[config.mk]
export PLATFORM = sky130hd
export DESIGN_NAME = pwm_dac_bank
export DESIGN_NICKNAME = d
export VERILOG_FILES = /design/src/rtl/pwmb_pkg.sv /design/src/rtl/pwmb_phase.sv /design/src/rtl/pwmb_regs.sv /design/src/rtl/pwmb_chan.sv /design/src/rtl/pwm_dac_bank.sv
export SDC_FILE = /design/constraint.sdc
export NUM_CORES = 1
export LEC_CHECK = 0
export BUFFER_PORTS_ARGS = -buffer_cell sky130_fd_sc_hd__buf_2
export CAP_MARGIN = 10
export CORE_AREA = 2 2 171 173
export CTS_CLUSTER_SIZE = 8
export DETAILED_ROUTE_END_ITERATION = 10
export DIE_AREA = 0 0 173 175
export GPL_ROUTABILITY_DRIVEN = 0
export GPL_TIMING_DRIVEN = 0
export HOLD_SLACK_MARGIN = 0.05
export PLACE_DENSITY_LB_ADDON = 0.08
export SETUP_SLACK_MARGIN = 0.02
export SLEW_MARGIN = 10
export SYNTH_ARGS = -nofsm -noshare
export SYNTH_HDL_FRONTEND = slang
export SYNTH_SLANG_ARGS = --single-unit
[constraint.sdc]
create_clock -name clk -period 3.3 [get_ports clk]
set_input_delay 0.495 -clock clk [delete_from_list [all_inputs] [get_ports clk]]
set_output_delay 0.495 -clock clk [all_outputs]
set_load 0.01 [all_outputs]
[src/rtl/pwmb_pkg.sv]
// Package: shared constants and address helper for the PWM DAC bank.
// Assumes an 8-bit register address space with duty registers laid out
// from DUTY_BASE upward, skipping the single gap address after the
// dedicated channels.
package pwmb_pkg;
    localparam int DUTY_W     = 8;
    localparam int ADDR_W     = 8;
    localparam logic [ADDR_W-1:0] DUTY_BASE  = 8'h30;
    localparam logic [ADDR_W-1:0] OWNER_ADDR = 8'h0F;
    localparam logic [DUTY_W-1:0] RESET_DUTY = 8'h80;

    typedef logic [DUTY_W-1:0] duty_t;

    // Address of channel idx; shared channels sit one slot past the gap.
    function automatic logic [ADDR_W-1:0] ch_addr(input int idx, input int n_ded);
        int a;
        a = int'(DUTY_BASE) + idx + ((idx >= n_ded) ? 1 : 0);
        return ADDR_W'(a);
    endfunction
endpackage

[src/rtl/pwmb_phase.sv]
// Module: shared phase counter. Advances on tick and wraps at all-ones.
// wrap is high on the cycle whose tick moves the phase from max to 0.
module pwmb_phase #(
    parameter int W = 8
) (
    input  logic         clk,
    input  logic         rst_n,
    input  logic         tick,
    output logic [W-1:0] phase,
    output logic         wrap
);
    localparam logic [W-1:0] PH_MAX = '1;

    // Frame boundary: the tick that rolls the counter over.
    assign wrap = tick && (phase == PH_MAX);

    // Phase register: hold without tick, increment with it.
    always_ff @(posedge clk) begin
        if (!rst_n)
            phase <= '0;
        else if (tick)
            phase <= phase + 1'b1;
    end
endmodule

[src/rtl/pwmb_regs.sv]
// Module: register window. Decodes duty registers and the ownership
// register, and returns read data combinationally. Assumes single-cycle
// writes with address and data valid alongside wr.
module pwmb_regs
    import pwmb_pkg::*;
#(
    parameter int NUM_CH  = 13,
    parameter int NUM_DED = 7
) (
    input  logic                            clk,
    input  logic                            rst_n,
    input  logic                            wr,
    input  logic [ADDR_W-1:0]               addr,
    input  logic [DUTY_W-1:0]               wdata,
    output logic [DUTY_W-1:0]               rdata,
    output logic [NUM_CH-1:0][DUTY_W-1:0]   duty,
    output logic [NUM_CH-NUM_DED-1:0]       owner_n
);
    localparam int NUM_SHR = NUM_CH - NUM_DED;

    duty_t             duty_mem [NUM_CH];
    logic [NUM_CH-1:0] hit;

    genvar gi;
    generate
        for (gi = 0; gi < NUM_CH; gi++) begin : g_duty
            localparam logic [ADDR_W-1:0] MY_ADDR = ch_addr(gi, NUM_DED);
            assign hit[gi] = (addr == MY_ADDR);

            // Duty register for one channel.
            always_ff @(posedge clk) begin
                if (!rst_n)
                    duty_mem[gi] <= RESET_DUTY;
                else if (wr && hit[gi])
                    duty_mem[gi] <= wdata;
            end

            assign duty[gi] = duty_mem[gi];
        end
    endgenerate

    // Ownership register: active-low per shared channel.
    always_ff @(posedge clk) begin
        if (!rst_n)
            owner_n <= '1;
        else if (wr && (addr == OWNER_ADDR))
            owner_n <= wdata[NUM_SHR-1:0];
    end

    // Read mux: the matching duty register, zero elsewhere.
    always_comb begin
        rdata = '0;
        for (int i = 0; i < NUM_CH; i++)
            if (hit[i])
                rdata = duty_mem[i];
    end
endmodule

[src/rtl/pwmb_chan.sv]
// Module: one PWM channel. Holds the active duty code, reloaded from the
// written code only at a frame boundary, and compares it with the phase.
module pwmb_chan
    import pwmb_pkg::*;
#(
    parameter int W = DUTY_W
) (
    input  logic         clk,
    input  logic         rst_n,
    input  logic         wrap,
    input  logic [W-1:0] duty_next,
    input  logic [W-1:0] phase,
    output logic [W-1:0] act,
    output logic         wave
);
    // Active code: adopt the written code as the phase rolls to 0.
    always_ff @(posedge clk) begin
        if (!rst_n)
            act <= W'(RESET_DUTY);
        else if (wrap)
            act <= duty_next;
    end

    // High while the phase is below the active code.
    assign wave = (phase < act);
endmodule

[src/rtl/pwm_dac_bank.sv]
// Module: top of the PWM DAC bank. Dedicated channels drive their pins
// directly; shared channels drive theirs only when their active-low
// ownership bit is cleared, else the port latch bit is passed through.
// Pins leave as a level plus a pull-low enable for an open-drain pad.
module pwm_dac_bank
    import pwmb_pkg::*;
#(
    parameter int NUM_CH  = 13,
    parameter int NUM_DED = 7
) (
    input  logic                        clk,
    input  logic                        rst_n,
    input  logic                        cnt_tick,
    input  logic                        bus_wr,
    input  logic [ADDR_W-1:0]           bus_addr,
    input  logic [DUTY_W-1:0]           bus_wdata,
    output logic [DUTY_W-1:0]           bus_rdata,
    input  logic [NUM_CH-NUM_DED-1:0]   port_latch,
    output logic [NUM_CH-1:0]           pin_level,
    output logic [NUM_CH-1:0]           pin_pull_low
);
    localparam int NUM_SHR = NUM_CH - NUM_DED;

    logic [DUTY_W-1:0]             phase;
    logic                          wrap;
    logic [NUM_CH-1:0][DUTY_W-1:0] duty;
    logic [NUM_CH-1:0][DUTY_W-1:0] act_duty;
    logic [NUM_CH-1:0]             wave;
    logic [NUM_SHR-1:0]            owner_n;

    pwmb_phase #(.W(DUTY_W)) u_phase (
        .clk   (clk),
        .rst_n (rst_n),
        .tick  (cnt_tick),
        .phase (phase),
        .wrap  (wrap)
    );

    pwmb_regs #(.NUM_CH(NUM_CH), .NUM_DED(NUM_DED)) u_regs (
        .clk     (clk),
        .rst_n   (rst_n),
        .wr      (bus_wr),
        .addr    (bus_addr),
        .wdata   (bus_wdata),
        .rdata   (bus_rdata),
        .duty    (duty),
        .owner_n (owner_n)
    );

    genvar gi;
    generate
        for (gi = 0; gi < NUM_CH; gi++) begin : g_ch
            pwmb_chan #(.W(DUTY_W)) u_chan (
                .clk       (clk),
                .rst_n     (rst_n),
                .wrap      (wrap),
                .duty_next (duty[gi]),
                .phase     (phase),
                .act       (act_duty[gi]),
                .wave      (wave[gi])
            );

            if (gi < NUM_DED) begin : g_ded
                assign pin_level[gi] = wave[gi];
            end else begin : g_shr
                assign pin_level[gi] = owner_n[gi-NUM_DED] ? port_latch[gi-NUM_DED]
                                                           : wave[gi];
            end
        end
    endgenerate

    assign pin_pull_low = ~pin_level;
endmodule

# ---- Yosys cells after proc, flatten, opt, wreduce, memory -nomap -nowiden
# Memories as Yosys holds them, arrays and structs flattened.
# Cells that the tools add are included.
dict set report word_totals {
  ramBits 104
  n_memories 1
  output_inout_bits 34
  ff_bits 118
}
# name depth word_bits rd rd_clocked_by_memory_dff write_ports line_no
set memory_table {}
lappend memory_table {u_regs.duty_mem 13 8 13 0 13 pwmb_regs.sv:21} ;# duty_t duty_mem [NUM_CH];
dict set report op_classes {
  n_mux 72
  order_cmp 13
  add_sub_neg 1
  n_eq_ne 15
  bitwise 14
  reduce_logical 15
}
# operator n
set ops {}
lappend ops {{8-bit two-way mux} 26}
lappend ops {{8-bit by 6-bit == test with 1-bit output, second input constant} 13}
lappend ops {{8-bit less-than comparator} 13}
lappend ops {{1-bit two-way mux} 46}
lappend ops {{1-bit logical AND} 15}
lappend ops {{13-bit inverter} 1}
lappend ops {{1-bit bitwise OR} 13}
lappend ops {{8-bit by 1-bit adder with 8-bit output, second input constant} 1}
lappend ops {{8-bit by 4-bit == test with 1-bit output, second input constant} 1}
lappend ops {{8-bit == test, second input constant} 1}

# ---- Longest topological paths before layout
# Gate-level depths: netlist of the first run.
dict set report depth {
  ltp_word 14
  depth_mapped 9
  mapped_depth_nobuf 6
}

# ---- By module
# Synthesis of the first run repeated with hierarchy kept, for this count alone.
dict set report hier_totals {
  cells_unflattened 1197
  area_unflattened_um2 12391.9
}
# module cells_per_inst instances area_each_um2
set modules_own_cells {}
lappend modules_own_cells {pwmb_chan 50 13 469.2}
lappend modules_own_cells {pwmb_regs 482 1 5695.5}
lappend modules_own_cells {pwmb_phase 39 1 367.9}
lappend modules_own_cells {pwm_dac_bank 26 1 229.0}

# ---- Worst setup path after synthesis of the first run
# No wires, ideal clock.
dict set report synth_path {
  path_type {input -> register}
  from {in bus_addr[6]}
  to {mem u_regs.duty_mem[0][0] (netlist name) (enable)}
  slack_ps 1048
  path_buffers 2
  cell_stages 5
  arrival_ps 1868
  setup_time_ps 384
  path_cell_list {and4bb_2 buf_2 nand2_1 clkbuf_1 o21ai_0}
}
# item line_no
set synth_rtl {}
lappend synth_rtl {{start: declaration} pwm_dac_bank.sv:15} ;# input logic [ADDR_W-1:0] bus_addr,
lappend synth_rtl {{end: declaration} pwmb_regs.sv:21}

# ---- Final worst setup path of the first run
dict set report layout_path {
  from {reg u_phase.phase[4]}
  to {out pin_level[7]}
}
dict set report layout_between {
  elab_chain_cells 2
}
# item line_no
set layout_lines {}
lappend layout_lines {{start: declaration} pwmb_phase.sv:9} ;# output logic [W-1:0] phase,
lappend layout_lines {{start signal: assignment} pwmb_phase.sv:22} ;# phase <= phase + 1'b1;
lappend layout_lines {{8-bit less-than comparator} pwmb_chan.sv:25} ;# assign wave = (phase < act);
lappend layout_lines {{1-bit two-way mux} pwm_dac_bank.sv:66} ;# assign pin_level[gi] = owner_n[gi-NUM_DED] ? port_latch[gi-NUM_DED]
lappend layout_lines {{end: declaration} pwm_dac_bank.sv:19} ;# output logic [NUM_CH-1:0] pin_level,
# Every way passes these cells.

==> results.yml, run 1 <==
run_status:
  outcome: "finished clean"
sta:
  tns_ns: 0
  worstMarginPinSlew_ns: 1.23
  timing.fmax_mhz: 327
  drv_slew: 0
  slew_headroom: 0.171
  period_minus_slack_ns: 3.06
  fin_skew_ns: 0.0129
  min_period_over_period: 0.927
  rsz0062_at_grt: "false"
  hold_viol: 0
  setup-violations-final: 0
clock_tree:
  cts-htree-levels: 1
  clk_latency_ns: 0.55
  cts_buffer_depth: 3
  cts_root_buffer: "clkbuf_16"
  cts_tree: "yes"
  clk_pin_slew_ns: 0.05
  holdBufCountCts: 0
  cts_sinks: 222
  numCtsBuffers: 31
finish:
  fillers: 2834
  layout.cells.non_filler: 1780
  drive_above_1_share: 0.111
  num_antenna_cells: 0
  area.growth.synth_to_final_pct: 13.5
  final_core_util: 0.481
  nets: 1496
pwr:
  ir_drop_uv: 283
  swShare: 0.238
  power_density_nw_per_um2: 465
  internal-power_mw: 4.84
  seq_power_share: 0.479
  switchingPower_mw: 1.51
  power_frac_clock: 0.457
  combPwrFrac: 0.064
  leakage_nw: 5.14
detailed_routing:
  viasPerCell: 5.39
  vias: 9592
  ant_nets: 0
  drtPass1Iterations: 5
  wl_per_cell_um: 22.1
  wirelength_um: 39300
  drt_iter0_drc: 1022
  drc: 0
yosys:
  synth_area_um2: 12000
  synth_ff_type: "dfxtp_1"
  syn_area_per_cell_um2: 9.34
  yosysSeqAreaShare: 0.456
  synth.ff_latch_count: 222
  synth_fp_nets: 1407
  synthArstFlopShare: 0
  yosys.area.top_type: "edfxtp_1"
  yosys_warnings: 0
  synth_edf_count: 104
  yosys.area.top_type_share: 0.259
  synthTopCellsByArea: "edfxtp_1, dfxtp_1, ha_1, nand2_1, and2_1"
  synth_cell_type_count: 59
  synth_cells: 1289
worst_setup_path:
  cp_max_fo: 17
  critPathArrivalTime_ns: 2.56
  critPathCaptureType: "output port"
  cp.required_ns: 2.80
  start_kind: "flop"
  crit_type: "flop to output port"
floorplan:
  die_height_um: 175
  initial_utilization: 0.424
  core_area_um2: 28400
  dieArea_um2: 30300
  io-pin-count: 60
  rows: 62
  die_width_um: 173
placed_design:
  placedCellCount: 1729
  io_buffers: 56
  dp_hpwl_um: 29000
worst_hold_path:
  hold_path_class: "input port to flop"
global_routing:
  antenna_found_initial: 1
  grt_overflow_total: 0
  grt_max_degree: 18
  grt_pass1_wl_um: 58400
  grt.total_usage: 0.260
  grt_pass1_vias: 9188
run:
  drv_cap: 0
-- path summary, 6_finish.rpt --
check | slack (ns) | from | cells after the start | to
worst max-delay path | 0.24 | u_phase.phase[4] | 4 | pin_level[7]
worst min-delay path | 0.32 | bus_wdata[7] | 2 | u_regs.duty_mem[1][15]
worst max register to register | 0.57 | u_phase.phase[3] | 7 | g_ch[1].u_chan.act[7]
worst min register to register | 0.45 | g_ch[4].u_chan.act[5] | 2 | g_ch[4].u_chan.act[5]
-- cell usage after synthesis (3+ instances only) --
cell type / instances
xnor2_1: 5
and4b_1: 6
nand2_1: 236
a21boi_0: 74
edfxtp_1: 104
buf_4: 13
o21ai_0: 48
a21oi_1: 53
a211oi_1: 10
o221ai_1: 4
nor2_1: 38
nand3_1: 20
dfxtp_1: 118
o22ai_1: 3
o32ai_1: 6
nor4_1: 5
a21boi_1: 18
mux2_2: 10
ha_1: 92
nor2b_1: 9
o211ai_1: 20
clkbuf_1: 31
o21a_1: 6
o2bb2ai_1: 3
and2_1: 99
nand2b_1: 16
a21o_1: 20
a22oi_1: 8
nand4_1: 3
or3_1: 15
mux2i_1: 20
buf_2: 29
inv_1: 111
buf_6: 3
-- cell families after synthesis --
group           after synthesis  share of synthesized area
xor+xnor                      6                    0.00437
simple gates                462                      0.186
compound gates              288                      0.161
flops                       222                      0.456
fa+ha+maj                    92                     0.0956
mux                          32                     0.0297
buf+inv                     187                     0.0673
-- metrics by stage --
stage          cell area [um2]  total power, mW  setup slack [ns]  hold slack [ns]
2_1_floorplan            12000             3.28              1.05            0.431
3_3_place_gp             12800             3.49           -0.0508            0.439
3_5_place_dp             12800             3.49           -0.0554            0.444
4_1_cts                  13700             6.38             0.101            0.295
5_1_grt                  13700             6.54             0.118            0.299
6_report                 13700             6.35             0.242            0.320
-- worst max-delay path, cell delays in order (launching register included) --
cell and delay, ns:
dfxtp_1 1.01, ha_1 0.40, and4b_1 0.22, o21ai_0 0.21
buf_2 0.17
-- power by group through the flow --
stage	registers (mW)	logic [mW]	clock network (mW)
after floorplan	3.03	0.241	0
after global placement	3.09	0.395	0
after detailed placement	3.09	0.398	0
after CTS	3.04	0.400	2.95
after global routing	3.04	0.435	3.07
final	3.04	0.406	2.90
-- layout by cell type, fill, tap and decap left out, drive strengths merged, types with 2 or more instances in the layout --
| cell type | instances |
|---|---|
| o31a | 2 |
| nand3 | 20 |
| and3 | 2 |
| inv | 111 |
| a221o | 2 |
| o22ai | 3 |
| mux4 | 2 |
| and2 | 99 |
| a22oi | 8 |
| o211ai | 20 |
| or2 | 2 |
| a21o | 20 |
| mux2 | 10 |
| nor2 | 38 |
| o21a | 6 |
| o221ai | 4 |
| buf | 101 |
| nor4 | 6 |
| edfxtp | 104 |
| and4bb | 2 |
| o2bb2ai | 3 |
| nand4 | 4 |
| a21oi | 53 |
| dfxtp | 118 |
| clkbuf | 82 |
| nand2 | 236 |
| ha | 92 |
| xnor2 | 5 |
| o32ai | 6 |
| a211oi | 10 |
| and4b | 6 |
| o41ai | 2 |
| nor2b | 9 |
| mux2i | 20 |
| o21ai | 49 |
| or3 | 15 |
| a311oi | 2 |
| o311ai | 2 |
| nand2b | 16 |
| a21boi | 92 |
-- state kept, by name, summed over array words and instances (netlist names) --
signal,flops
g_ch.u_chan.act,104
u_regs.owner_n,6
u_phase.phase,8
u_regs.duty_mem,104
-- layer usage --
metal / vias up / GRT usage / wire [um]
met2: 378 / 0.388 / 16400
met1: 4521 / 0.383 / 18600
met4: 4 / 0.0653 / 966
met5: - / 0 / 30
li1: 4614 / - / -
met3: 75 / 0.0531 / 3320
-- what timing repair did --
item,in CTS,in global routing
endpoints found under the setup margin,11,5
buffers inserted,0,0
resized for setup,3,1
pin swaps,0,0
-- final cells by class --
class	count	area, um2	area share
multi-input combinational	880	5740	0.420
sequential	222	5490	0.402
clock buffer	51	861	0.0630
tap	384	480	0.0352
inverter	111	417	0.0305
buffer	76	394	0.0288
timing repair buffer	56	280	0.0205
(Power assumes the default switching activity.)
==> run 2: changes to the inputs <==
- clock period: 3.3 -> 3.5 ns (I/O delays scaled with it)
==> results.yml, run 2 (synthesis gave the netlist of run 1 again) <==
pwr:
  swShare: 0.238
  power_density_nw_per_um2: 438
  switchingPower_mw: 1.43
  total_power_mw: 5.99
  combPwrFrac: 0.064
  seq_power_share: 0.479
  power_frac_clock: 0.457
  leakage_nw: 5.14
  ir_drop_uv: 267
  internal-power_mw: 4.56
floorplan:
  io-pin-count: 60
  die_width_um: 173
  initial_utilization: 0.424
  die_height_um: 175
  rows: 62
  dieArea_um2: 30300
  core_area_um2: 28400
clock_tree:
  cts_root_buffer: "clkbuf_16"
  cts_resized: 0
  clk_latency_ns: 0.55
  cts_tree: "yes"
  cts_setup_buffers: 0
  numCtsBuffers: 31
  cts-htree-levels: 1
  clk_pin_slew_ns: 0.05
  cts_sinks: 222
  holdBufCountCts: 0
  cts_buffer_depth: 3
finish:
  largestRegisters: "g_ch.u_chan.act (104), u_regs.duty_mem (104), u_phase.phase (8)"
  final_cell_mix: "nand2_1, dfxtp_1, inv_1"
  final_common_cell: "nand2_1"
  area.growth.synth_to_final_pct: 13.5
  num_antenna_cells: 0
  nets: 1496
  drive_above_1_share: 0.110
worst_setup_path:
  r2r_start: "u_phase.phase[1]"
  start_kind: "flop"
  critPathArrivalTime_ns: 2.81
  cp_slowest_cell: "dfxtp_1"
  crit_family: "flip-flops"
  cp_max_fo: 16
  crit_chain: "ha_1, a21o_1, a21oi_1, and4b_1, o21ai_0, buf_2"
  cp.required_ns: 2.97
  crit_type: "flop to output port"
  reg2reg_depth: 8
  path_buf_inv: 1
  r2r_end: "g_ch[1].u_chan.act[7]"
  critPathCaptureType: "output port"
  rrSetupSlack_ns: 0.56
  critPathMaxStageDelay_ns: 0.99
detailed_routing:
  ant_nets: 0
  vias: 9592
  wl_per_cell_um: 22.1
  drtPass1Iterations: 5
  drc: 0
  drt_iter0_drc: 1022
  wirelength_um: 39300
  viasPerCell: 5.39
global_routing:
  grt_overflow_total: 0
  grt_max_degree: 18
  grt_pass1_vias: 9188
  antenna_found_initial: 1
  grt_pass1_wl_um: 58400
  grt.total_usage: 0.260
sta:
  drv_slew: 0
  setup-violations-final: 0
  hold_viol: 0
  slew_headroom: 0.171
  rsz0062_at_grt: "false"
  timing.fmax_mhz: 299
  tns_ns: 0
  fin_skew_ns: 0.0129
  min_period_over_period: 0.954
  worstMarginPinSlew_ns: 1.23
  period_minus_slack_ns: 3.34
  hold_ws_ns: 0.350
worst_hold_path:
  min_from: "bus_wdata[7]"
  timing.hold.worst_path_depth: 2
  whs_endpoint: "u_regs.duty_mem[1][15]"
  hold_path_class: "input port to flop"
run:
  drv_cap: 0
placed_design:
  dp_hpwl_um: 29000
  io_buffers: 56
run_status:
  outcome: "finished clean"
==> run 2: layout make-up <==
cell class,instances,area (um2)
fillers,2835,14700
multi-input cells,880,5740
flip-flops and latches,222,5490
clock buffers,51,861
well taps,384,480
inverters,111,417
plain buffers,76,394
repair buffers,56,280
==> run 2: worst max-delay path by stage <==
| stage | from | end | slack, ns | depth (start not counted) |
|---|---|---|---|---|
| after CTS | u_phase.phase[5] | pin_level[0] | 0.10 | 6 |
| final | u_phase.phase[1] | pin_level[7] | 0.16 | 6 |
| after global placement | rst_n | u_regs.duty_mem[1][4] | 0.12 | 4 |
| after global routing | u_phase.phase[1] | pin_level[7] | 0.03 | 6 |
| after floorplan | bus_addr[1] | bus_rdata[1] | 1.21 | 6 |
| after detailed placement | rst_n | u_regs.duty_mem[1][4] | 0.11 | 4 |
==> run 2: power by group through the flow <==
| stage | sequential [mW] | clock [mW] | combinational (mW) |
|---|---|---|---|
| floorplan | 2.86 | 0 | 0.227 |
| global placement | 2.92 | 0 | 0.373 |
| detailed placement | 2.91 | 0 | 0.375 |
| finish | 2.87 | 2.74 | 0.383 |
| CTS | 2.86 | 2.78 | 0.377 |
| global route | 2.87 | 2.89 | 0.410 |
==> run 2: stage by stage <==
stage          cell area [um2]  std cells  worst slack (ns)   util
3_3_place_gp             12800       1729             0.119  0.451
2_1_floorplan            12000       1289              1.21      -
5_1_grt                  13700       1780            0.0321  0.481
4_1_cts                  13700       1780             0.104  0.481
3_5_place_dp             12800       1729             0.115  0.451
6_report                 13700       1780             0.161  0.481
==> run 2: layer usage <==
layer  vias to the layer above  wire (um)  GRT usage
met5                         -         30          0
met4                         4        966     0.0653
met3                        75       3320     0.0531
met2                       378      16400      0.388
met1                      4521      18600      0.383
li1                       4614          -          -
==> run 3: changes to the inputs <==
- GPL_ROUTABILITY_DRIVEN: 0 -> not set
- clock period: 3.5 -> 3.3 ns (I/O delays scaled with it)
==> results.yml, run 3 (synthesis gave the netlist of run 1 again) <==
finish:
  drive_above_1_share: 0.116
  largestRegisters: "g_ch.u_chan.act (104), u_regs.duty_mem (104), u_phase.phase (8)"
  final_cell_mix: "nand2_1, dfxtp_1, inv_1"
  layout.cells.non_filler: 1786
  area.growth.synth_to_final_pct: 14.5
  fillers: 2823
  design_area_um2: 13800
  final_common_cell: "nand2_1"
  nets: 1501
placed_design:
  dp_hpwl_um: 29900
  place_congestion: 1.03
  io_buffers: 56
  placedCellCount: 1730
  place_area_um2: 12800
floorplan:
  io-pin-count: 60
  rows: 62
  dieArea_um2: 30300
  die_height_um: 175
  core_area_um2: 28400
  die_width_um: 173
  initial_utilization: 0.424
detailed_routing:
  wl_met2_um: 17000
  vias: 9655
  viasPerCell: 5.41
  drc: 0
  ant_nets: 0
  wl_met1_um: 20000
  met3WireLength_um: 2620
  wirelength_um: 40700
  top_layer_used: "met4"
  drt_iter0_drc: 1021
  drtPass1Iterations: 6
  wl_per_cell_um: 22.8
worst_setup_path:
  critPathCaptureType: "output port"
  start_kind: "flop"
  cp_slowest_cell: "dfxtp_1"
  cp_max_fo: 17
  crit_type: "flop to output port"
  cp.required_ns: 2.80
  critPathMaxStageDelay_ns: 1.02
  critPathArrivalTime_ns: 2.57
  crit_chain: "ha_1, and4b_1, o21ai_0, buf_2"
pwr:
  total_power_mw: 6.67
  ir_drop_uv: 454
  power_density_nw_per_um2: 484
  leakage_nw: 5.20
global_routing:
  grt_pass1_wl_um: 60000
  grt.total_usage: 0.270
  grt_pass1_vias: 9226
  grt_max_degree: 18
  grt_overflow_total: 0
  antenna_found_initial: 2
clock_tree:
  cts_tree: "yes"
  clk_pin_slew_ns: 0.06
  numCtsBuffers: 34
  cts_setup_buffers: 0
  cts-htree-levels: 2
  holdBufCountCts: 0
  clk_latency_ns: 0.51
  cts_buffer_depth: 3
  cts_sinks: 222
  cts_root_buffer: "clkbuf_16"
sta:
  min_period_over_period: 0.930
  hold_viol: 0
  rsz0062_at_grt: "false"
  slew_headroom: 0.188
  fin_skew_ns: 0.0187
  timing.fmax_mhz: 326
  worstMarginPinSlew_ns: 1.21
  period_minus_slack_ns: 3.07
  setup-violations-final: 0
  hold_ws_ns: 0.345
  drv_slew: 0
run:
  drv_cap: 0
worst_hold_path:
  hold_path_class: "input port to flop"
run_status:
  outcome: "finished clean"
-- run 3: cell count changes in the layout (fill, tap and decap cells not counted), sizes merged --
cell / change
clkinvlp: +1
inv: +1
clkbuf: +1
buf: +2
diode: +1
-- run 3: cell type report --
cell class / count / area (um2) / area share
multi-input combinational: 880 / 5740 / 0.417
clock inverter: 2 / 16.3 / 0.00118
inverter: 111 / 417 / 0.0302
tap: 384 / 480 / 0.0349
clock buffer: 52 / 950 / 0.0689
timing repair buffer: 58 / 290 / 0.0211
buffer: 76 / 394 / 0.0286
sequential: 222 / 5490 / 0.398
antenna: 1 / 2.50 / 0.000182
-- run 3: metrics by stage --
| stage | util | worst slack, ns | TNS [ns] |
|---|---|---|---|
| after floorplan | - | 1.05 | 0 |
| after global placement | 0.451 | -0.0351 | -0.277 |
| after detailed placement | 0.451 | -0.0300 | -0.236 |
| after CTS | 0.485 | 0.0589 | 0 |
| after global routing | 0.485 | 0.141 | 0 |
| final | 0.485 | 0.230 | 0 |
-- run 3: path summary, 6_finish.rpt --
check                                end  cells past startpoint                   from  slack (ns)
setup reg to reg   g_ch[6].u_chan.act[7]                      7       u_phase.phase[3]        0.55
hold / removal    u_regs.duty_mem[1][15]                      2           bus_wdata[7]        0.35
setup / recovery            pin_level[7]                      4       u_phase.phase[4]        0.23
hold reg to reg    g_ch[4].u_chan.act[2]                      2  g_ch[4].u_chan.act[2]        0.45
-- run 3: power by group --
part | internal [mW] | switching [mW] | total (mW) | leakage [nW]
combinational | 0.144 | 0.267 | 0.411 | 2.79
sequential | 2.96 | 0.0920 | 3.05 | 1.95
clock | 1.96 | 1.25 | 3.21 | 0.462
total | 5.06 | 1.61 | 6.67 | 5.20
-- run 3: layer usage --
metal,up-vias,track usage
met4,0,0.0727
met3,89,0.0374
met1,4610,0.409
li1,4612,-
met5,-,0
met2,344,0.403
-- run 3: repair_timing --
| item | in CTS | in global routing |
|---|---|---|
| pin swaps | 0 | 0 |
| hold endpoints to repair | 0 | 0 |
| resized for setup | 3 | 1 |
| setup endpoints to repair | 12 | 3 |
-- run 3: critical path: cells and delay by family, from the launching register on --
kind	cells	cell delay [ns]
DFF	1	1.02
adders and majority gates	1	0.40
AOI/OAI and AO/OA	1	0.24
and+or+nand+nor	1	0.22
buffers and inverters	1	0.18
